$ cat config.mk
export PLATFORM = sky130hd
export DESIGN_NAME = smb_regslave
export DESIGN_NICKNAME = d
export VERILOG_FILES = /design/src/rtl/smb_regslave.sv
export SDC_FILE = /design/constraint.sdc
export NUM_CORES = 1
export LEC_CHECK = 0
export BUFFER_PORTS_ARGS = -buffer_cell sky130_fd_sc_hd__buf_2
export CAP_MARGIN = 15
export CORE_MARGIN = 5
export CORE_UTILIZATION = 40
export DETAILED_ROUTE_END_ITERATION = 12
export PLACE_DENSITY = 0.55
export SYNTH_ARGS = -nofsm -noshare
export SYNTH_HDL_FRONTEND = slang
export SYNTH_SLANG_ARGS = --single-unit
$ cat constraint.sdc
create_clock -name clk -period 3.2 [get_ports clk]
set_clock_uncertainty 0.1 [all_clocks]
set_input_delay 0.48 -clock clk [delete_from_list [all_inputs] [get_ports clk]]
set_output_delay 0.48 -clock clk [all_outputs]
set_load 0.05 [all_outputs]
$ cat src/rtl/smb_regslave.sv
module smb_regslave #(
  parameter logic [6:0] ADDR7    = 7'h69,
  parameter int         NREG     = 20,
  parameter int         RSV      = 4,
  parameter int         FILT     = 3,
  parameter logic [7:0] ID_BYTE  = 8'h77,
  parameter logic [7:0] REV_BYTE = 8'h11
) (
  input  logic              clk,
  input  logic              rst_n,
  input  logic              scl_i,
  input  logic              sda_i,
  output logic              sda_oe,
  output logic [NREG*8-1:0] regs_o,
  output logic [NREG-1:0]   wr_stb_o,
  output logic [4:0]        sel_code_o,
  output logic              sel_sw_o
);
  localparam int IW     = $clog2(NREG);
  localparam int CW     = $clog2(FILT + 1);
  localparam int ID_IDX = NREG - 2;

  typedef enum logic [2:0] {S_IDLE, S_RX, S_RACK, S_TX, S_TACK} st_t;
  typedef enum logic [1:0] {P_ADDR, P_CMD, P_CNT, P_DATA} ph_t;

  logic [1:0]    scl_s, sda_s;
  logic          scl_f, sda_f, scl_q, sda_q;
  logic [CW-1:0] scl_c, sda_c;

  always_ff @(posedge clk or negedge rst_n)
    if (!rst_n) begin
      scl_s <= 2'b11; sda_s <= 2'b11;
      scl_f <= 1'b1;  sda_f <= 1'b1;
      scl_q <= 1'b1;  sda_q <= 1'b1;
      scl_c <= '0;    sda_c <= '0;
    end else begin
      scl_s <= {scl_s[0], scl_i};
      sda_s <= {sda_s[0], sda_i};
      scl_q <= scl_f;
      sda_q <= sda_f;
      if (scl_s[1] == scl_f) scl_c <= '0;
      else if (scl_c == CW'(FILT - 1)) begin scl_f <= scl_s[1]; scl_c <= '0; end
      else scl_c <= scl_c + 1'b1;
      if (sda_s[1] == sda_f) sda_c <= '0;
      else if (sda_c == CW'(FILT - 1)) begin sda_f <= sda_s[1]; sda_c <= '0; end
      else sda_c <= sda_c + 1'b1;
    end

  wire scl_rise  = scl_f & ~scl_q;
  wire scl_fall  = ~scl_f & scl_q;
  wire bus_start = scl_f & scl_q & sda_q & ~sda_f;
  wire bus_stop  = scl_f & scl_q & ~sda_q & sda_f;

  st_t        st;
  ph_t        ph;
  logic [3:0] bc;
  logic [6:0] sh, tx;
  logic       ack_q, rw, blk, cnt_first;
  logic [7:0] ptr, left;
  logic [7:0] regs [NREG];

  function automatic logic [7:0] rd_val(input logic [7:0] p);
    if (p < 8'(RSV) || p >= 8'(NREG)) return 8'h00;
    if (p == 8'(ID_IDX))              return ID_BYTE;
    if (p == 8'(ID_IDX + 1))          return REV_BYTE;
    return regs[p[IW-1:0]];
  endfunction

  wire [7:0] rx_byte  = {sh, sda_f};
  wire [7:0] nxt_tx   = cnt_first ? 8'(NREG) : rd_val(ptr);
  wire       writable = (ptr >= 8'(RSV)) && (ptr < 8'(ID_IDX));

  always_ff @(posedge clk or negedge rst_n)
    if (!rst_n) begin
      st <= S_IDLE; ph <= P_ADDR; bc <= '0; sh <= '0; tx <= '0;
      sda_oe <= 1'b0; ack_q <= 1'b0; rw <= 1'b0; blk <= 1'b0; cnt_first <= 1'b0;
      ptr <= '0; left <= '0; wr_stb_o <= '0;
      for (int i = 0; i < NREG; i++) regs[i] <= '0;
    end else begin
      wr_stb_o <= '0;
      if (bus_start) begin
        st <= S_RX; ph <= P_ADDR; bc <= '0; sda_oe <= 1'b0;
      end else if (bus_stop) begin
        st <= S_IDLE; sda_oe <= 1'b0;
      end else begin
        case (st)
          S_RX:
            if (scl_rise) begin
              sh <= rx_byte[6:0];
              bc <= bc + 1'b1;
              if (bc == 4'd7) begin
                ack_q <= 1'b1;
                case (ph)
                  P_ADDR:
                    if (rx_byte[7:1] == ADDR7) begin
                      rw <= rx_byte[0];
                      ph <= P_CMD;
                      cnt_first <= rx_byte[0] & blk;
                    end else ack_q <= 1'b0;
                  P_CMD: begin
                    blk  <= (rx_byte == 8'h00);
                    ptr  <= (rx_byte == 8'h00) ? 8'h00 : rx_byte - 8'd1;
                    left <= (rx_byte == 8'h00) ? 8'h00 : 8'h01;
                    ph   <= (rx_byte == 8'h00) ? P_CNT : P_DATA;
                  end
                  P_CNT: begin
                    left <= rx_byte;
                    ph   <= P_DATA;
                  end
                  default:
                    if (left != 8'h00) begin
                      left <= left - 8'd1;
                      ptr  <= ptr + 8'd1;
                      if (writable) begin
                        regs[ptr[IW-1:0]] <= rx_byte;
                        wr_stb_o <= NREG'(1) << ptr;
                      end
                    end else ack_q <= 1'b0;
                endcase
              end
            end else if (scl_fall && bc == 4'd8) begin
              sda_oe <= ack_q;
              st <= ack_q ? S_RACK : S_IDLE;
            end
          S_RACK:
            if (scl_fall) begin
              bc <= '0;
              if (rw) begin
                st <= S_TX;
                tx <= nxt_tx[6:0];
                sda_oe <= ~nxt_tx[7];
                if (!cnt_first) ptr <= ptr + 8'd1;
                cnt_first <= 1'b0;
              end else begin
                st <= S_RX;
                sda_oe <= 1'b0;
              end
            end
          S_TX:
            if (scl_fall) begin
              if (bc == 4'd7) begin
                sda_oe <= 1'b0;
                st <= S_TACK;
              end else begin
                bc <= bc + 1'b1;
                sda_oe <= ~tx[6];
                tx <= {tx[5:0], 1'b0};
              end
            end
          S_TACK:
            if (scl_rise && sda_f) st <= S_IDLE;
            else if (scl_fall) begin
              bc <= '0;
              st <= S_TX;
              tx <= nxt_tx[6:0];
              sda_oe <= ~nxt_tx[7];
              if (!cnt_first) ptr <= ptr + 8'd1;
              cnt_first <= 1'b0;
            end
          default: ;
        endcase
      end
    end

  for (genvar g = 0; g < NREG; g++) begin : g_view
    assign regs_o[g*8 +: 8] = rd_val(8'(g));
  end

  assign sel_code_o = {regs[RSV][2], regs[RSV][7:4]};
  assign sel_sw_o   = regs[RSV][3];
endmodule

== Yosys cells after proc, flatten, opt, wreduce, memory -nomap -nowiden ==
Cells that the tools add are included.
Storage, ports and cells
  input port bits: 4
  flip-flop bits (word level): 236
Operators by class
  shift operators: 1
  bitwise operators: 21
  add/sub/neg operators: 6
  mux-type cells: 103
  reductions and logical operators: 35
  $lt $le $gt $ge: 6
  equal/unequal tests: 41
Operators by type and width (count)
  $bwmux 160: 1
  $mux 20: 8
  $mux 8: 20
  $pmux 8 s3: 2
  $mux 7: 6
  $bmux 8 s5: 1
  $demux 8 s5: 1
  $mux 1: 28
  $mux 4: 7
  $ne 4x4->1 const B: 7
  $reduce_and 7->1: 4
  $mux 3: 9
  $mux 2: 12
  $ne 2x2->1 const B: 11
  $reduce_and 11->1: 2
  $pmux 7 s3: 1
  $shl 1x8->20 const A: 1
  $reduce_and 6->1: 3
  $eq 8x5->1 const B: 2
  $pmux 4 s4: 1
  $pmux 8 s2: 1
  $sub 8x1->8 const B: 2
  $ne 3x3->1 const B: 5
  $not 1->1: 12
  other kinds (45): 66

== Logic depth before layout (Yosys ltp) ==
Gate-level depths: netlist of run 1.
  word-level depth: 16
  depth in mapped cells: 9

== Worst setup path after synthesis of run 1 ==
Ideal clock, no wire load.
  path type: flip-flop to flip-flop
  start point: reg ptr[0]
  end point: reg regs, in the netlist regs_o[32]
  period minus slack after synthesis: 2610 ps
  setup slack: 590 ps
  arrival: 2385 ps
  cell stages (with the launch flop): 10
  path through: dfrtp_1 > buf_4 > buf_2 > buf_2 > buf_2 > inv_1 > ha_1 > nor2b_1 > nand2_2 > mux2_2
Between the ends
  word-level cells in the longest chain between the ends: 6
  elaborated cells on any way between the ends: 11
Ends and longest elaborated chain
  start, declared: line 59  | logic [7:0] ptr, left;
  start signal, assigned: line 102  | ptr <= (rx_byte == 8'h00) ? 8'h00 : rx_byte - 8'd1;
  start signal, assigned: line 113  | ptr <= ptr + 8'd1;
  start signal, assigned: line 132  | if (!cnt_first) ptr <= ptr + 8'd1;
  $not 5->6 (not written as such): line 115  | regs[ptr[IW-1:0]] <= rx_byte;
  $ge 6x6->1 (not written as such) / $lt 6x1->1 (equally long branches): line 115
  $logic_and 1x1->1 (not written as such): line 115
  $mux 8 (not written as such): line 115
  $demux 8 s5: line 115
  $bwmux 160: line 115
  end signal, assigned by index: line 115
  end, declared: line 60  | logic [7:0] regs [NREG];
Several ways; a longest one is shown, not always the timed one.
A chain may end at the register's enable or synchronous reset.

== Worst setup path in the final report of run 1 ==
  start point: reg ptr[2]
  end point: reg wr_stb_o[11]
Between the ends
  word-level cells in the longest chain between the ends: 10
  elaborated cells on any way between the ends: 12
Ends and longest elaborated chain
  $ge 8x3->1 / $lt 8x5->1 (equally long branches): line 71  | wire writable = (ptr >= 8'(RSV)) && (ptr < 8'(ID_IDX));
  $logic_and 1x1->1: line 71
  $mux 20 *: line 114  | if (writable) begin
  $mux 20 *: line 111  | if (left != 8'h00) begin
  $mux 20 *: line 93  | case (ph)
  $mux 20 *: line 91  | if (bc == 4'd7) begin
  $mux 20 *: line 88  | if (scl_rise) begin
  $mux 20 *: line 86  | case (st)
  $mux 20 *: line 83  | end else if (bus_stop) begin
  $mux 20 *: line 81  | if (bus_start) begin
  end signal, assigned: line 116  | wr_stb_o <= NREG'(1) << ptr;
  end, declared: line 15  | output logic [NREG-1:0] wr_stb_o,
Mark *: on every way between the ends. The rest lies on a longest branch, timed or not.

==> impl_metrics.env, run 1 <==
export IMPL_outcome="complete, no violations"
export IMPL_place_worst_setup_slack_ns=0.478
export IMPL_setup_viol=0
export IMPL_maxCapViolCount=0
export IMPL_antenna_found_initial=0
export IMPL_clk_insertion_delay_late_ns=0.58
export IMPL_clock_path_buffers=3
export IMPL_tns_ns=0
export IMPL_fin_crit_sh_pct=86.6
export IMPL_relSlewSlack_pct=45.1
export IMPL_slew_viol_final=0
export IMPL_ios=191
export IMPL_drive_gt1_share_pct=37.7
export IMPL_io_buffers=142
export IMPL_first_iter_violations=461
export IMPL_cts_tree="done"
export IMPL_final_nets=1103
export IMPL_start_util_pct=40.3
export IMPL_cp_max_fo=15
export IMPL_ys_ff_latch=236
export IMPL_ys_async_sr_fraction_pct=100
export IMPL_wl_per_cell_um=21.3
export IMPL_syn2layout_area_growth_pct=8.80
export IMPL_postCtsHoldBufs=3
export IMPL_core_sq_mm=0.0314
export IMPL_synthFlopType="dfrtp_1"
export IMPL_via_count=8044
export IMPL_viasPerCell=5.34
export IMPL_synth_warning_count=0
export IMPL_grt_max_degree=85
export IMPL_routed_wirelength_mm=32.1
export IMPL_critPathKind="reg -> reg"
export IMPL_die_w_um=188
export IMPL_ctsRootBufferMaster="clkbuf_16"
export IMPL_drc=0
export IMPL_multi_input_area_sq_mm=0.00524
export IMPL_grt_pass1_vias=8081
export IMPL_power_density_mw_per_mm2=695
export IMPL_gp_congestion=0.886
export IMPL_fin_util_pct=43.8
export IMPL_dieHeight_um=188
export IMPL_postRouteAntennaNets=0
export IMPL_dieArea_sq_mm=0.0353
export IMPL_rsz0062_at_grt="false"
export IMPL_peakVddDrop_mv=0.438
export IMPL_std_cell_rows=65
export IMPL_cts_buffers=28
export IMPL_postLayoutSetupSlackWorst_ns=0.427
export IMPL_clk_pin_slew_ns=0.06
export IMPL_final_cell_mix="dfrtp_1 (226), buf_2 (141), mux2_2 (110)"
export IMPL_post_cts_setup_buffers=0
export IMPL_grt_pass1_wl_mm=50.5
export IMPL_yosysSeqAreaShare_pct=46.8
export IMPL_fillCellCount=2953
export IMPL_hold_violations=0
export IMPL_grt_remaining_overflow=0
export IMPL_synth_cell_types=81
export IMPL_dp_hpwl_mm=22.4
export IMPL_arrival_ns=3.06
export IMPL_synth_edff_count=0
export IMPL_holdCritPathClass="reg -> reg"
export IMPL_track_usage_pct=18.0
export IMPL_worst_setup_path_start_kind="flip-flop"
export IMPL_cts_resized_gates=0
export IMPL_postSynthCellCount=1075
export IMPL_cp_end_kind="flip-flop"
export IMPL_seq_area_sq_mm=0.00592
export IMPL_worst_slew_pin_slew_ns=0.823
export IMPL_final_common_cell="dfrtp_1"
export IMPL_timing_fmax_ghz=0.361
export IMPL_dr_pass1_iters=4
export IMPL_cts_htree_levels=1
export IMPL_syn_area_sq_mm=0.0126
export IMPL_avgSynthCellArea_sq_um=11.8
export IMPL_required_ns=3.48
export IMPL_power_leakage_nw=6.94
export IMPL_fin_crit_ns=2.77
export IMPL_diodes=0
export IMPL_clock_sinks=236
[state kept, by name, summed over array words and instances (netlist names), 2 cells and up]
register  count
scl_c         2
scl_s         2
regs         48
left          8
regs_o      112
st            3
tx            7
wr_stb_o     20
sda_c         2
sda_s         2
ph            2
ptr           8
sh            7
bc            4
[cell type report]
| cell class | count | area share [%] |
|---|---|---|
| Clock buffer | 38 | 5.44 |
| Clock inverter | 10 | 1.32 |
| Inverter | 20 | 0.546 |
| Multi-Input combinational cell | 617 | 38.1 |
| Sequential cell | 236 | 43.0 |
| Tap cell | 402 | 3.66 |
| Timing Repair Buffer | 183 | 7.90 |
[cells in the mapped netlist (4+ instances only)]
cell | n | share of area, %
nand2_2 | 8 | 0.40
o21ai_1 | 5 | 0.20
o21a_1 | 6 | 0.36
inv_1 | 19 | 0.56
a211oi_1 | 8 | 0.48
buf_4 | 167 | 9.9
nand2b_1 | 7 | 0.35
and3_1 | 5 | 0.25
o32a_1 | 4 | 0.32
a21oi_1 | 9 | 0.36
o21ai_0 | 29 | 1.1
nor2_1 | 44 | 1.3
ha_1 | 13 | 1.3
nand2_4 | 8 | 0.71
o41ai_1 | 6 | 0.42
nand2_1 | 42 | 1.2
dfstp_2 | 8 | 1.7
nor4_1 | 9 | 0.45
nor2b_1 | 17 | 0.84
nand3_1 | 14 | 0.55
o31ai_1 | 5 | 0.30
mux2_1 | 31 | 2.8
mux4_2 | 35 | 6.2
o22ai_1 | 7 | 0.35
or3_1 | 5 | 0.25
a211o_1 | 5 | 0.35
mux2_2 | 110 | 9.8
buf_2 | 15 | 0.59
dfrtp_1 | 228 | 45
xnor2_1 | 9 | 0.62
nor3_1 | 15 | 0.59
a31oi_1 | 12 | 0.59
nor4_4 | 5 | 0.84
mux2i_1 | 16 | 1.3
a21boi_0 | 4 | 0.24
a311oi_1 | 6 | 0.42
buf_1 | 7 | 0.21
a2111oi_0 | 4 | 0.28
clkbuf_1 | 64 | 1.9
[worst max-delay path: stages (launching register included)]
cell and delay [ns]:
dfrtp_1 0.57, nor3b_4 0.42, o21ai_2 0.31, nor4b_2 0.48, nand3_1 0.30, nor4_1 0.43
[power breakdown]
| part | switching, mW | leakage [nW] | internal (mW) | total (mW) |
|---|---|---|---|---|
| Sequential | 0.355 | 3.23 | 3.18 | 3.53 |
| Combinational | 1.75 | 3.27 | 1.03 | 2.78 |
| Clock | 1.28 | 0.447 | 1.96 | 3.24 |
| Total | 3.39 | 6.94 | 6.17 | 9.56 |
[cell families after synthesis]
| logic type | share of synthesized area (%) |
|---|---|
| AO/OA/AOI/OAI | 7.78 |
| XOR/XNOR | 0.762 |
| adder cells (fa/ha/maj) | 1.29 |
| buffers and inverters | 13.3 |
| flip-flops | 46.8 |
| multiplexers | 20.1 |
| other | 0.0594 |
| AND/OR/NAND/NOR | 9.97 |
[through the flow]
| stage | power [mW] | area (sq um) | cells | hold slack (ns) |
|---|---|---|---|---|
| after floorplan | 5.52 | 12800 | 1127 | 0.0844 |
| after global placement | 6.36 | 12800 | 1455 | 0.248 |
| after detailed placement | 6.37 | 12800 | 1455 | 0.250 |
| after CTS | 9.67 | 13800 | 1506 | 0.257 |
| after global routing | 10.0 | 13800 | 1506 | 0.259 |
| final | 9.56 | 13800 | 1506 | 0.255 |
[final timing paths]
path | start | end | slack [ns] | cells past startpoint
min in group asynchronous | rst_n | wr_stb_o[16] | 0.45 | 2
worst min-delay path | sda_s[0] | sda_s[1] | 0.26 | 0
worst max-delay path | ptr[2] | wr_stb_o[11] | 0.43 | 5
worst min register to register | sda_s[0] | sda_s[1] | 0.26 | 0
worst max register to register | ptr[2] | wr_stb_o[11] | 0.43 | 5
max in group asynchronous | rst_n | ptr[2] | 1.69 | 3
[layer usage]
layer	track usage (%)	share of wire, %	vias to the layer above
li1	-	-	3635
met1	26.3	47	4097
met2	28.0	46	264
met3	2.76	4.7	48
met4	5.14	2.9	0
met5	0	0	-
(Power assumes the default switching activity.)
==> inputs of run 2 (changes only) <==
==> constraint.sdc (replaced) <==
create_clock -name clk -period 3.1 [get_ports clk]
set_clock_uncertainty 0.1 [all_clocks]
set_input_delay 0.465 -clock clk [delete_from_list [all_inputs] [get_ports clk]]
set_output_delay 0.465 -clock clk [all_outputs]
set_load 0.05 [all_outputs]
==> impl_metrics.env, run 2 (synthesis results as in run 1) <==
export IMPL_clock_sinks=236
export IMPL_routed_wirelength_mm=31.6
export IMPL_peakVddDrop_mv=0.480
export IMPL_gp_congestion=0.844
export IMPL_start_util_pct=40.3
export IMPL_whs_ns=0.262
export IMPL_core_sq_mm=0.0314
export IMPL_cts_tree="done"
export IMPL_first_iter_violations=580
export IMPL_fin_crit_sh_pct=88.1
export IMPL_fillCellCount=2950
export IMPL_r2r_start="scl_f"
export IMPL_timing_fmax_ghz=0.366
export IMPL_dp_hpwl_mm=22.0
export IMPL_drive_gt1_share_pct=38.1
export IMPL_final_nets=1095
export IMPL_arrival_ns=3.05
export IMPL_antenna_found_initial=0
export IMPL_setup_viol=0
export IMPL_power_density_mw_per_mm2=727
export IMPL_ctsRootBufferMaster="clkbuf_16"
export IMPL_post_cts_setup_buffers=0
export IMPL_dr_pass1_iters=5
export IMPL_std_cell_rows=65
export IMPL_clk_insertion_delay_late_ns=0.55
export IMPL_fin_crit_ns=2.73
export IMPL_holdCritPathClass="reg -> reg"
export IMPL_final_common_cell="dfrtp_1"
export IMPL_dieHeight_um=188
export IMPL_power_leakage_nw=6.93
export IMPL_diodes=0
export IMPL_required_ns=3.42
export IMPL_instances_no_fill=1500
export IMPL_drc=0
export IMPL_die_w_um=188
export IMPL_dp_cells=1448
export IMPL_grt_pass1_vias=8284
export IMPL_outcome="complete, no violations"
export IMPL_cts_buffers=27
export IMPL_critPathKind="reg -> reg"
export IMPL_track_usage_pct=17.6
export IMPL_postRouteAntennaNets=0
export IMPL_cp_max_fo=10
export IMPL_grt_remaining_overflow=0
export IMPL_grt_pass1_wl_mm=50.0
export IMPL_grt_max_degree=79
export IMPL_slew_viol_final=0
export IMPL_syn2layout_area_growth_pct=8.78
export IMPL_dieArea_sq_mm=0.0353
export IMPL_io_buffers=142
export IMPL_viasPerCell=5.34
export IMPL_tns_ns=0
export IMPL_cts_htree_levels=1
export IMPL_worst_setup_path_start_kind="flip-flop"
export IMPL_maxCapViolCount=0
export IMPL_relSlewSlack_pct=47.7
export IMPL_clk_pin_slew_ns=0.06
export IMPL_hold_start="sda_s[0]"
export IMPL_rsz0062_at_grt="false"
export IMPL_clock_path_buffers=3
export IMPL_largest_register_ffs=112
export IMPL_hold_violations=0
export IMPL_via_count=8012
export IMPL_wl_per_cell_um=21.0
export IMPL_startpoint="scl_f"
export IMPL_final_cell_mix="dfrtp_1 (226), buf_2 (141), mux2_2 (110)"
export IMPL_worst_slew_pin_slew_ns=0.784
export IMPL_ios=191
export IMPL_cp_end_kind="flip-flop"
==> run 2: power by group <==
part,internal [mW],total (mW),switching [mW]
combinational,1.04,2.92,1.88
clock,2.12,3.49,1.37
sequential,3.28,3.59,0.308
==> run 2: worst max-delay path, cell delays in order, from the launching register on <==
cell and delay (ns):
dfstp_2 0.62, nor2b_1 0.38, nand3_1 0.34, nor4b_2 0.58, nand3b_1 0.26, nor4_1 0.32
==> run 2: stage by stage <==
stage | instance area [sq um] | utilization (%) | setup WS [ns] | total power, mW
after floorplan | 12800 | - | 0.490 | 5.70
after global placement | 12700 | 40.6 | 0.445 | 6.53
after detailed placement | 12700 | 40.6 | 0.409 | 6.53
after CTS | 13800 | 43.8 | 0.362 | 10.1
after global routing | 13800 | 43.8 | 0.156 | 10.5
final | 13800 | 43.8 | 0.368 | 10.0
==> run 2: layout make-up <==
| class | instances | area (sq um) | share of cell area [%] |
|---|---|---|---|
| Sequential cell | 236 | 5920 | 43.0 |
| Multi-Input combinational cell | 617 | 5240 | 38.1 |
| Timing Repair Buffer | 176 | 1030 | 7.51 |
| Clock buffer | 32 | 734 | 5.34 |
| Tap cell | 402 | 503 | 3.66 |
| Clock inverter | 17 | 245 | 1.78 |
| Inverter | 20 | 75.1 | 0.546 |
==> run 2: metal layers <==
metal	vias up	track usage, %	wire length (um)	share of wire (%)
met1	4093	25.1	14400	46
li1	3607	-	-	-
met4	0	4.46	854	2.7
met2	257	27.8	14400	46
met3	55	3.61	1860	5.9
met5	-	0	0	0
==> run 2: repair_timing <==
item                                    CTS  global route
endpoints found under the setup margin    0             0
resized for setup                         0             0
hold buffers                              3             0
endpoints found under the hold margin    72             0
==> run 2: worst paths after layout <==
kind	end	slack, ns	cells past startpoint
setup / recovery	wr_stb_o[7]	0.37	5
hold / removal	sda_s[1]	0.26	0
setup reg to reg	wr_stb_o[7]	0.37	5
hold reg to reg	sda_s[1]	0.26	0
max in group asynchronous	regs_o[62]	1.75	3
min in group asynchronous	wr_stb_o[17]	0.37	2
==> inputs of run 3 (changes only) <==
--- a/config.mk
+++ b/config.mk
@@ -11,6 +11,7 @@
 export CORE_UTILIZATION = 40
 export DETAILED_ROUTE_END_ITERATION = 12
 export PLACE_DENSITY = 0.55
+export REMOVE_ABC_BUFFERS = 1
 export SYNTH_ARGS = -nofsm -noshare
 export SYNTH_HDL_FRONTEND = slang
 export SYNTH_SLANG_ARGS = --single-unit
==> constraint.sdc (replaced) <==
create_clock -name clk -period 3.4 [get_ports clk]
set_clock_uncertainty 0.1 [all_clocks]
set_input_delay 0.51 -clock clk [delete_from_list [all_inputs] [get_ports clk]]
set_output_delay 0.51 -clock clk [all_outputs]
set_load 0.05 [all_outputs]
==> impl_metrics.env, run 3 (synthesis results as in run 1) <==
export IMPL_critical_path_top_delay_family="simple AND/OR/NAND/NOR gates"
export IMPL_core_sq_mm=0.0314
export IMPL_first_iter_violations=440
export IMPL_grt_remaining_overflow=0
export IMPL_ctsRootBufferMaster="clkbuf_16"
export IMPL_syn2layout_area_growth_pct=7.74
export IMPL_cts_resized_gates=0
export IMPL_critical_path_buf_inv_count=1
export IMPL_dr_pass1_iters=5
export IMPL_internal_power_mw=5.60
export IMPL_track_usage_pct=17.8
export IMPL_r2r_end="wr_stb_o[7]"
export IMPL_startpoint="ptr[4]"
export IMPL_cts_buffers=27
export IMPL_setup_viol=0
export IMPL_endpoint="wr_stb_o[7]"
export IMPL_power_density_mw_per_mm2=648
export IMPL_cts_htree_levels=1
export IMPL_required_ns=3.73
export IMPL_dp_hpwl_mm=22.1
export IMPL_postLayoutSetupSlackWorst_ns=0.594
export IMPL_gp_congestion=0.861
export IMPL_largest_register_ffs=112
export IMPL_final_common_cell="dfrtp_1"
export IMPL_fin_crit_ns=2.81
export IMPL_peakVddDrop_mv=0.462
export IMPL_r2r_start="ptr[4]"
export IMPL_outcome="complete, no violations"
export IMPL_final_nets=1096
export IMPL_stdcell_area_sq_mm=0.0136
export IMPL_dieHeight_um=188
export IMPL_postCtsHoldBufs=3
export IMPL_fin_crit_sh_pct=82.5
export IMPL_grt_pass1_wl_mm=49.9
export IMPL_pwr_share_comb_pct=30.1
export IMPL_drive_gt1_share_pct=37.7
export IMPL_antenna_found_initial=1
export IMPL_rr_worst_depth=6
export IMPL_viasPerCell=5.33
export IMPL_cp_max_fo=15
export IMPL_holdCritPathClass="reg -> reg"
export IMPL_diodes=0
export IMPL_via_count=7991
export IMPL_hold_violations=0
export IMPL_power_total_mw=8.83
export IMPL_maxCapViolCount=0
export IMPL_routed_wirelength_mm=32.3
export IMPL_dieArea_sq_mm=0.0353
export IMPL_grt_max_degree=93
export IMPL_p_switching_mw=3.22
export IMPL_ios=191
export IMPL_relSlewSlack_pct=40.5
export IMPL_critPathMaxStageDelay_ns=0.65
export IMPL_power_leakage_nw=6.89
export IMPL_regToRegSetupSlack_ns=0.59
export IMPL_clock_sinks=236
export IMPL_pwr_share_clk_pct=32.6
export IMPL_cts_tree="done"
export IMPL_slew_viol_final=0
export IMPL_place_area_sq_mm=0.0127
export IMPL_critPathKind="reg -> reg"
export IMPL_final_cell_mix="dfrtp_1 (226), buf_2 (141), mux2_2 (110)"
export IMPL_cp_end_kind="flip-flop"
export IMPL_grt_pass1_vias=8130
export IMPL_arrival_ns=3.14
export IMPL_std_cell_rows=65
export IMPL_post_cts_setup_buffers=0
export IMPL_worst_slew_pin_slew_ns=0.893
export IMPL_io_buffers=142
export IMPL_clk_insertion_delay_late_ns=0.56
export IMPL_postRouteAntennaNets=0
export IMPL_critical_path_slowest_cell="nor4b_2"
export IMPL_fin_util_pct=43.4
export IMPL_worst_setup_path_start_kind="flip-flop"
export IMPL_clk_pin_slew_ns=0.06
export IMPL_wl_per_cell_um=21.5
export IMPL_drc=0
export IMPL_path_cells="buf_4, nor3b_4, o21ai_2, nor4b_2, nand3b_1, nor4_1"
export IMPL_p_sw_share_pct=36.5
export IMPL_seqPwrFrac_pct=37.3
export IMPL_place_worst_setup_slack_ns=0.608
export IMPL_rsz0062_at_grt="false"
export IMPL_die_w_um=188
export IMPL_path_depth=6
export IMPL_timing_fmax_ghz=0.356
export IMPL_start_util_pct=40.3
export IMPL_clock_path_buffers=3
-- run 3: final cells by class --
class / instances / area, sq um
Fill cell: 2943 / 17800
Sequential cell: 236 / 5920
Multi-Input combinational cell: 617 / 5240
Timing Repair Buffer: 177 / 1000
Clock buffer: 39 / 791
Tap cell: 402 / 503
Clock inverter: 9 / 87.6
Inverter: 20 / 75.1
-- run 3: how the worst min path moves through the flow --
stage,slack [ns],endpoint,cells after the start,start
floorplan,0.11,ack_q,0,rst_n
global placement,0.25,scl_s[1],0,scl_s[0]
detailed placement,0.25,scl_s[1],0,scl_s[0]
CTS,0.26,scl_s[1],0,scl_s[0]
global route,0.27,scl_s[1],0,scl_s[0]
finish,0.26,scl_s[1],0,scl_s[0]
-- run 3: metal layers --
layer  wire, um  GRT usage, %  vias up
met5          0             0        -
met4        992          4.91        0
met3       1900          3.15       60
met2      14400          27.3      281
met1      14900          26.2     4054
li1           -             -     3596
-- run 3: power groups by stage --
stage / registers (mW) / clock network (mW) / logic [mW]
3_3_place_gp: 3.34 / 0 / 2.63
4_1_cts: 3.29 / 2.96 / 2.65
3_5_place_dp: 3.34 / 0 / 2.64
6_report: 3.29 / 2.88 / 2.66
2_1_floorplan: 3.50 / 0 / 1.51
5_1_grt: 3.33 / 3.06 / 2.86
-- run 3: through the flow --
stage               std cells  setup TNS [ns]  hold WS (ns)
finish                   1500               0         0.257
floorplan                 873           -3.38         0.114
global route             1500               0         0.265
detailed placement       1449               0         0.250
CTS                      1500               0         0.260
global placement         1449               0         0.249
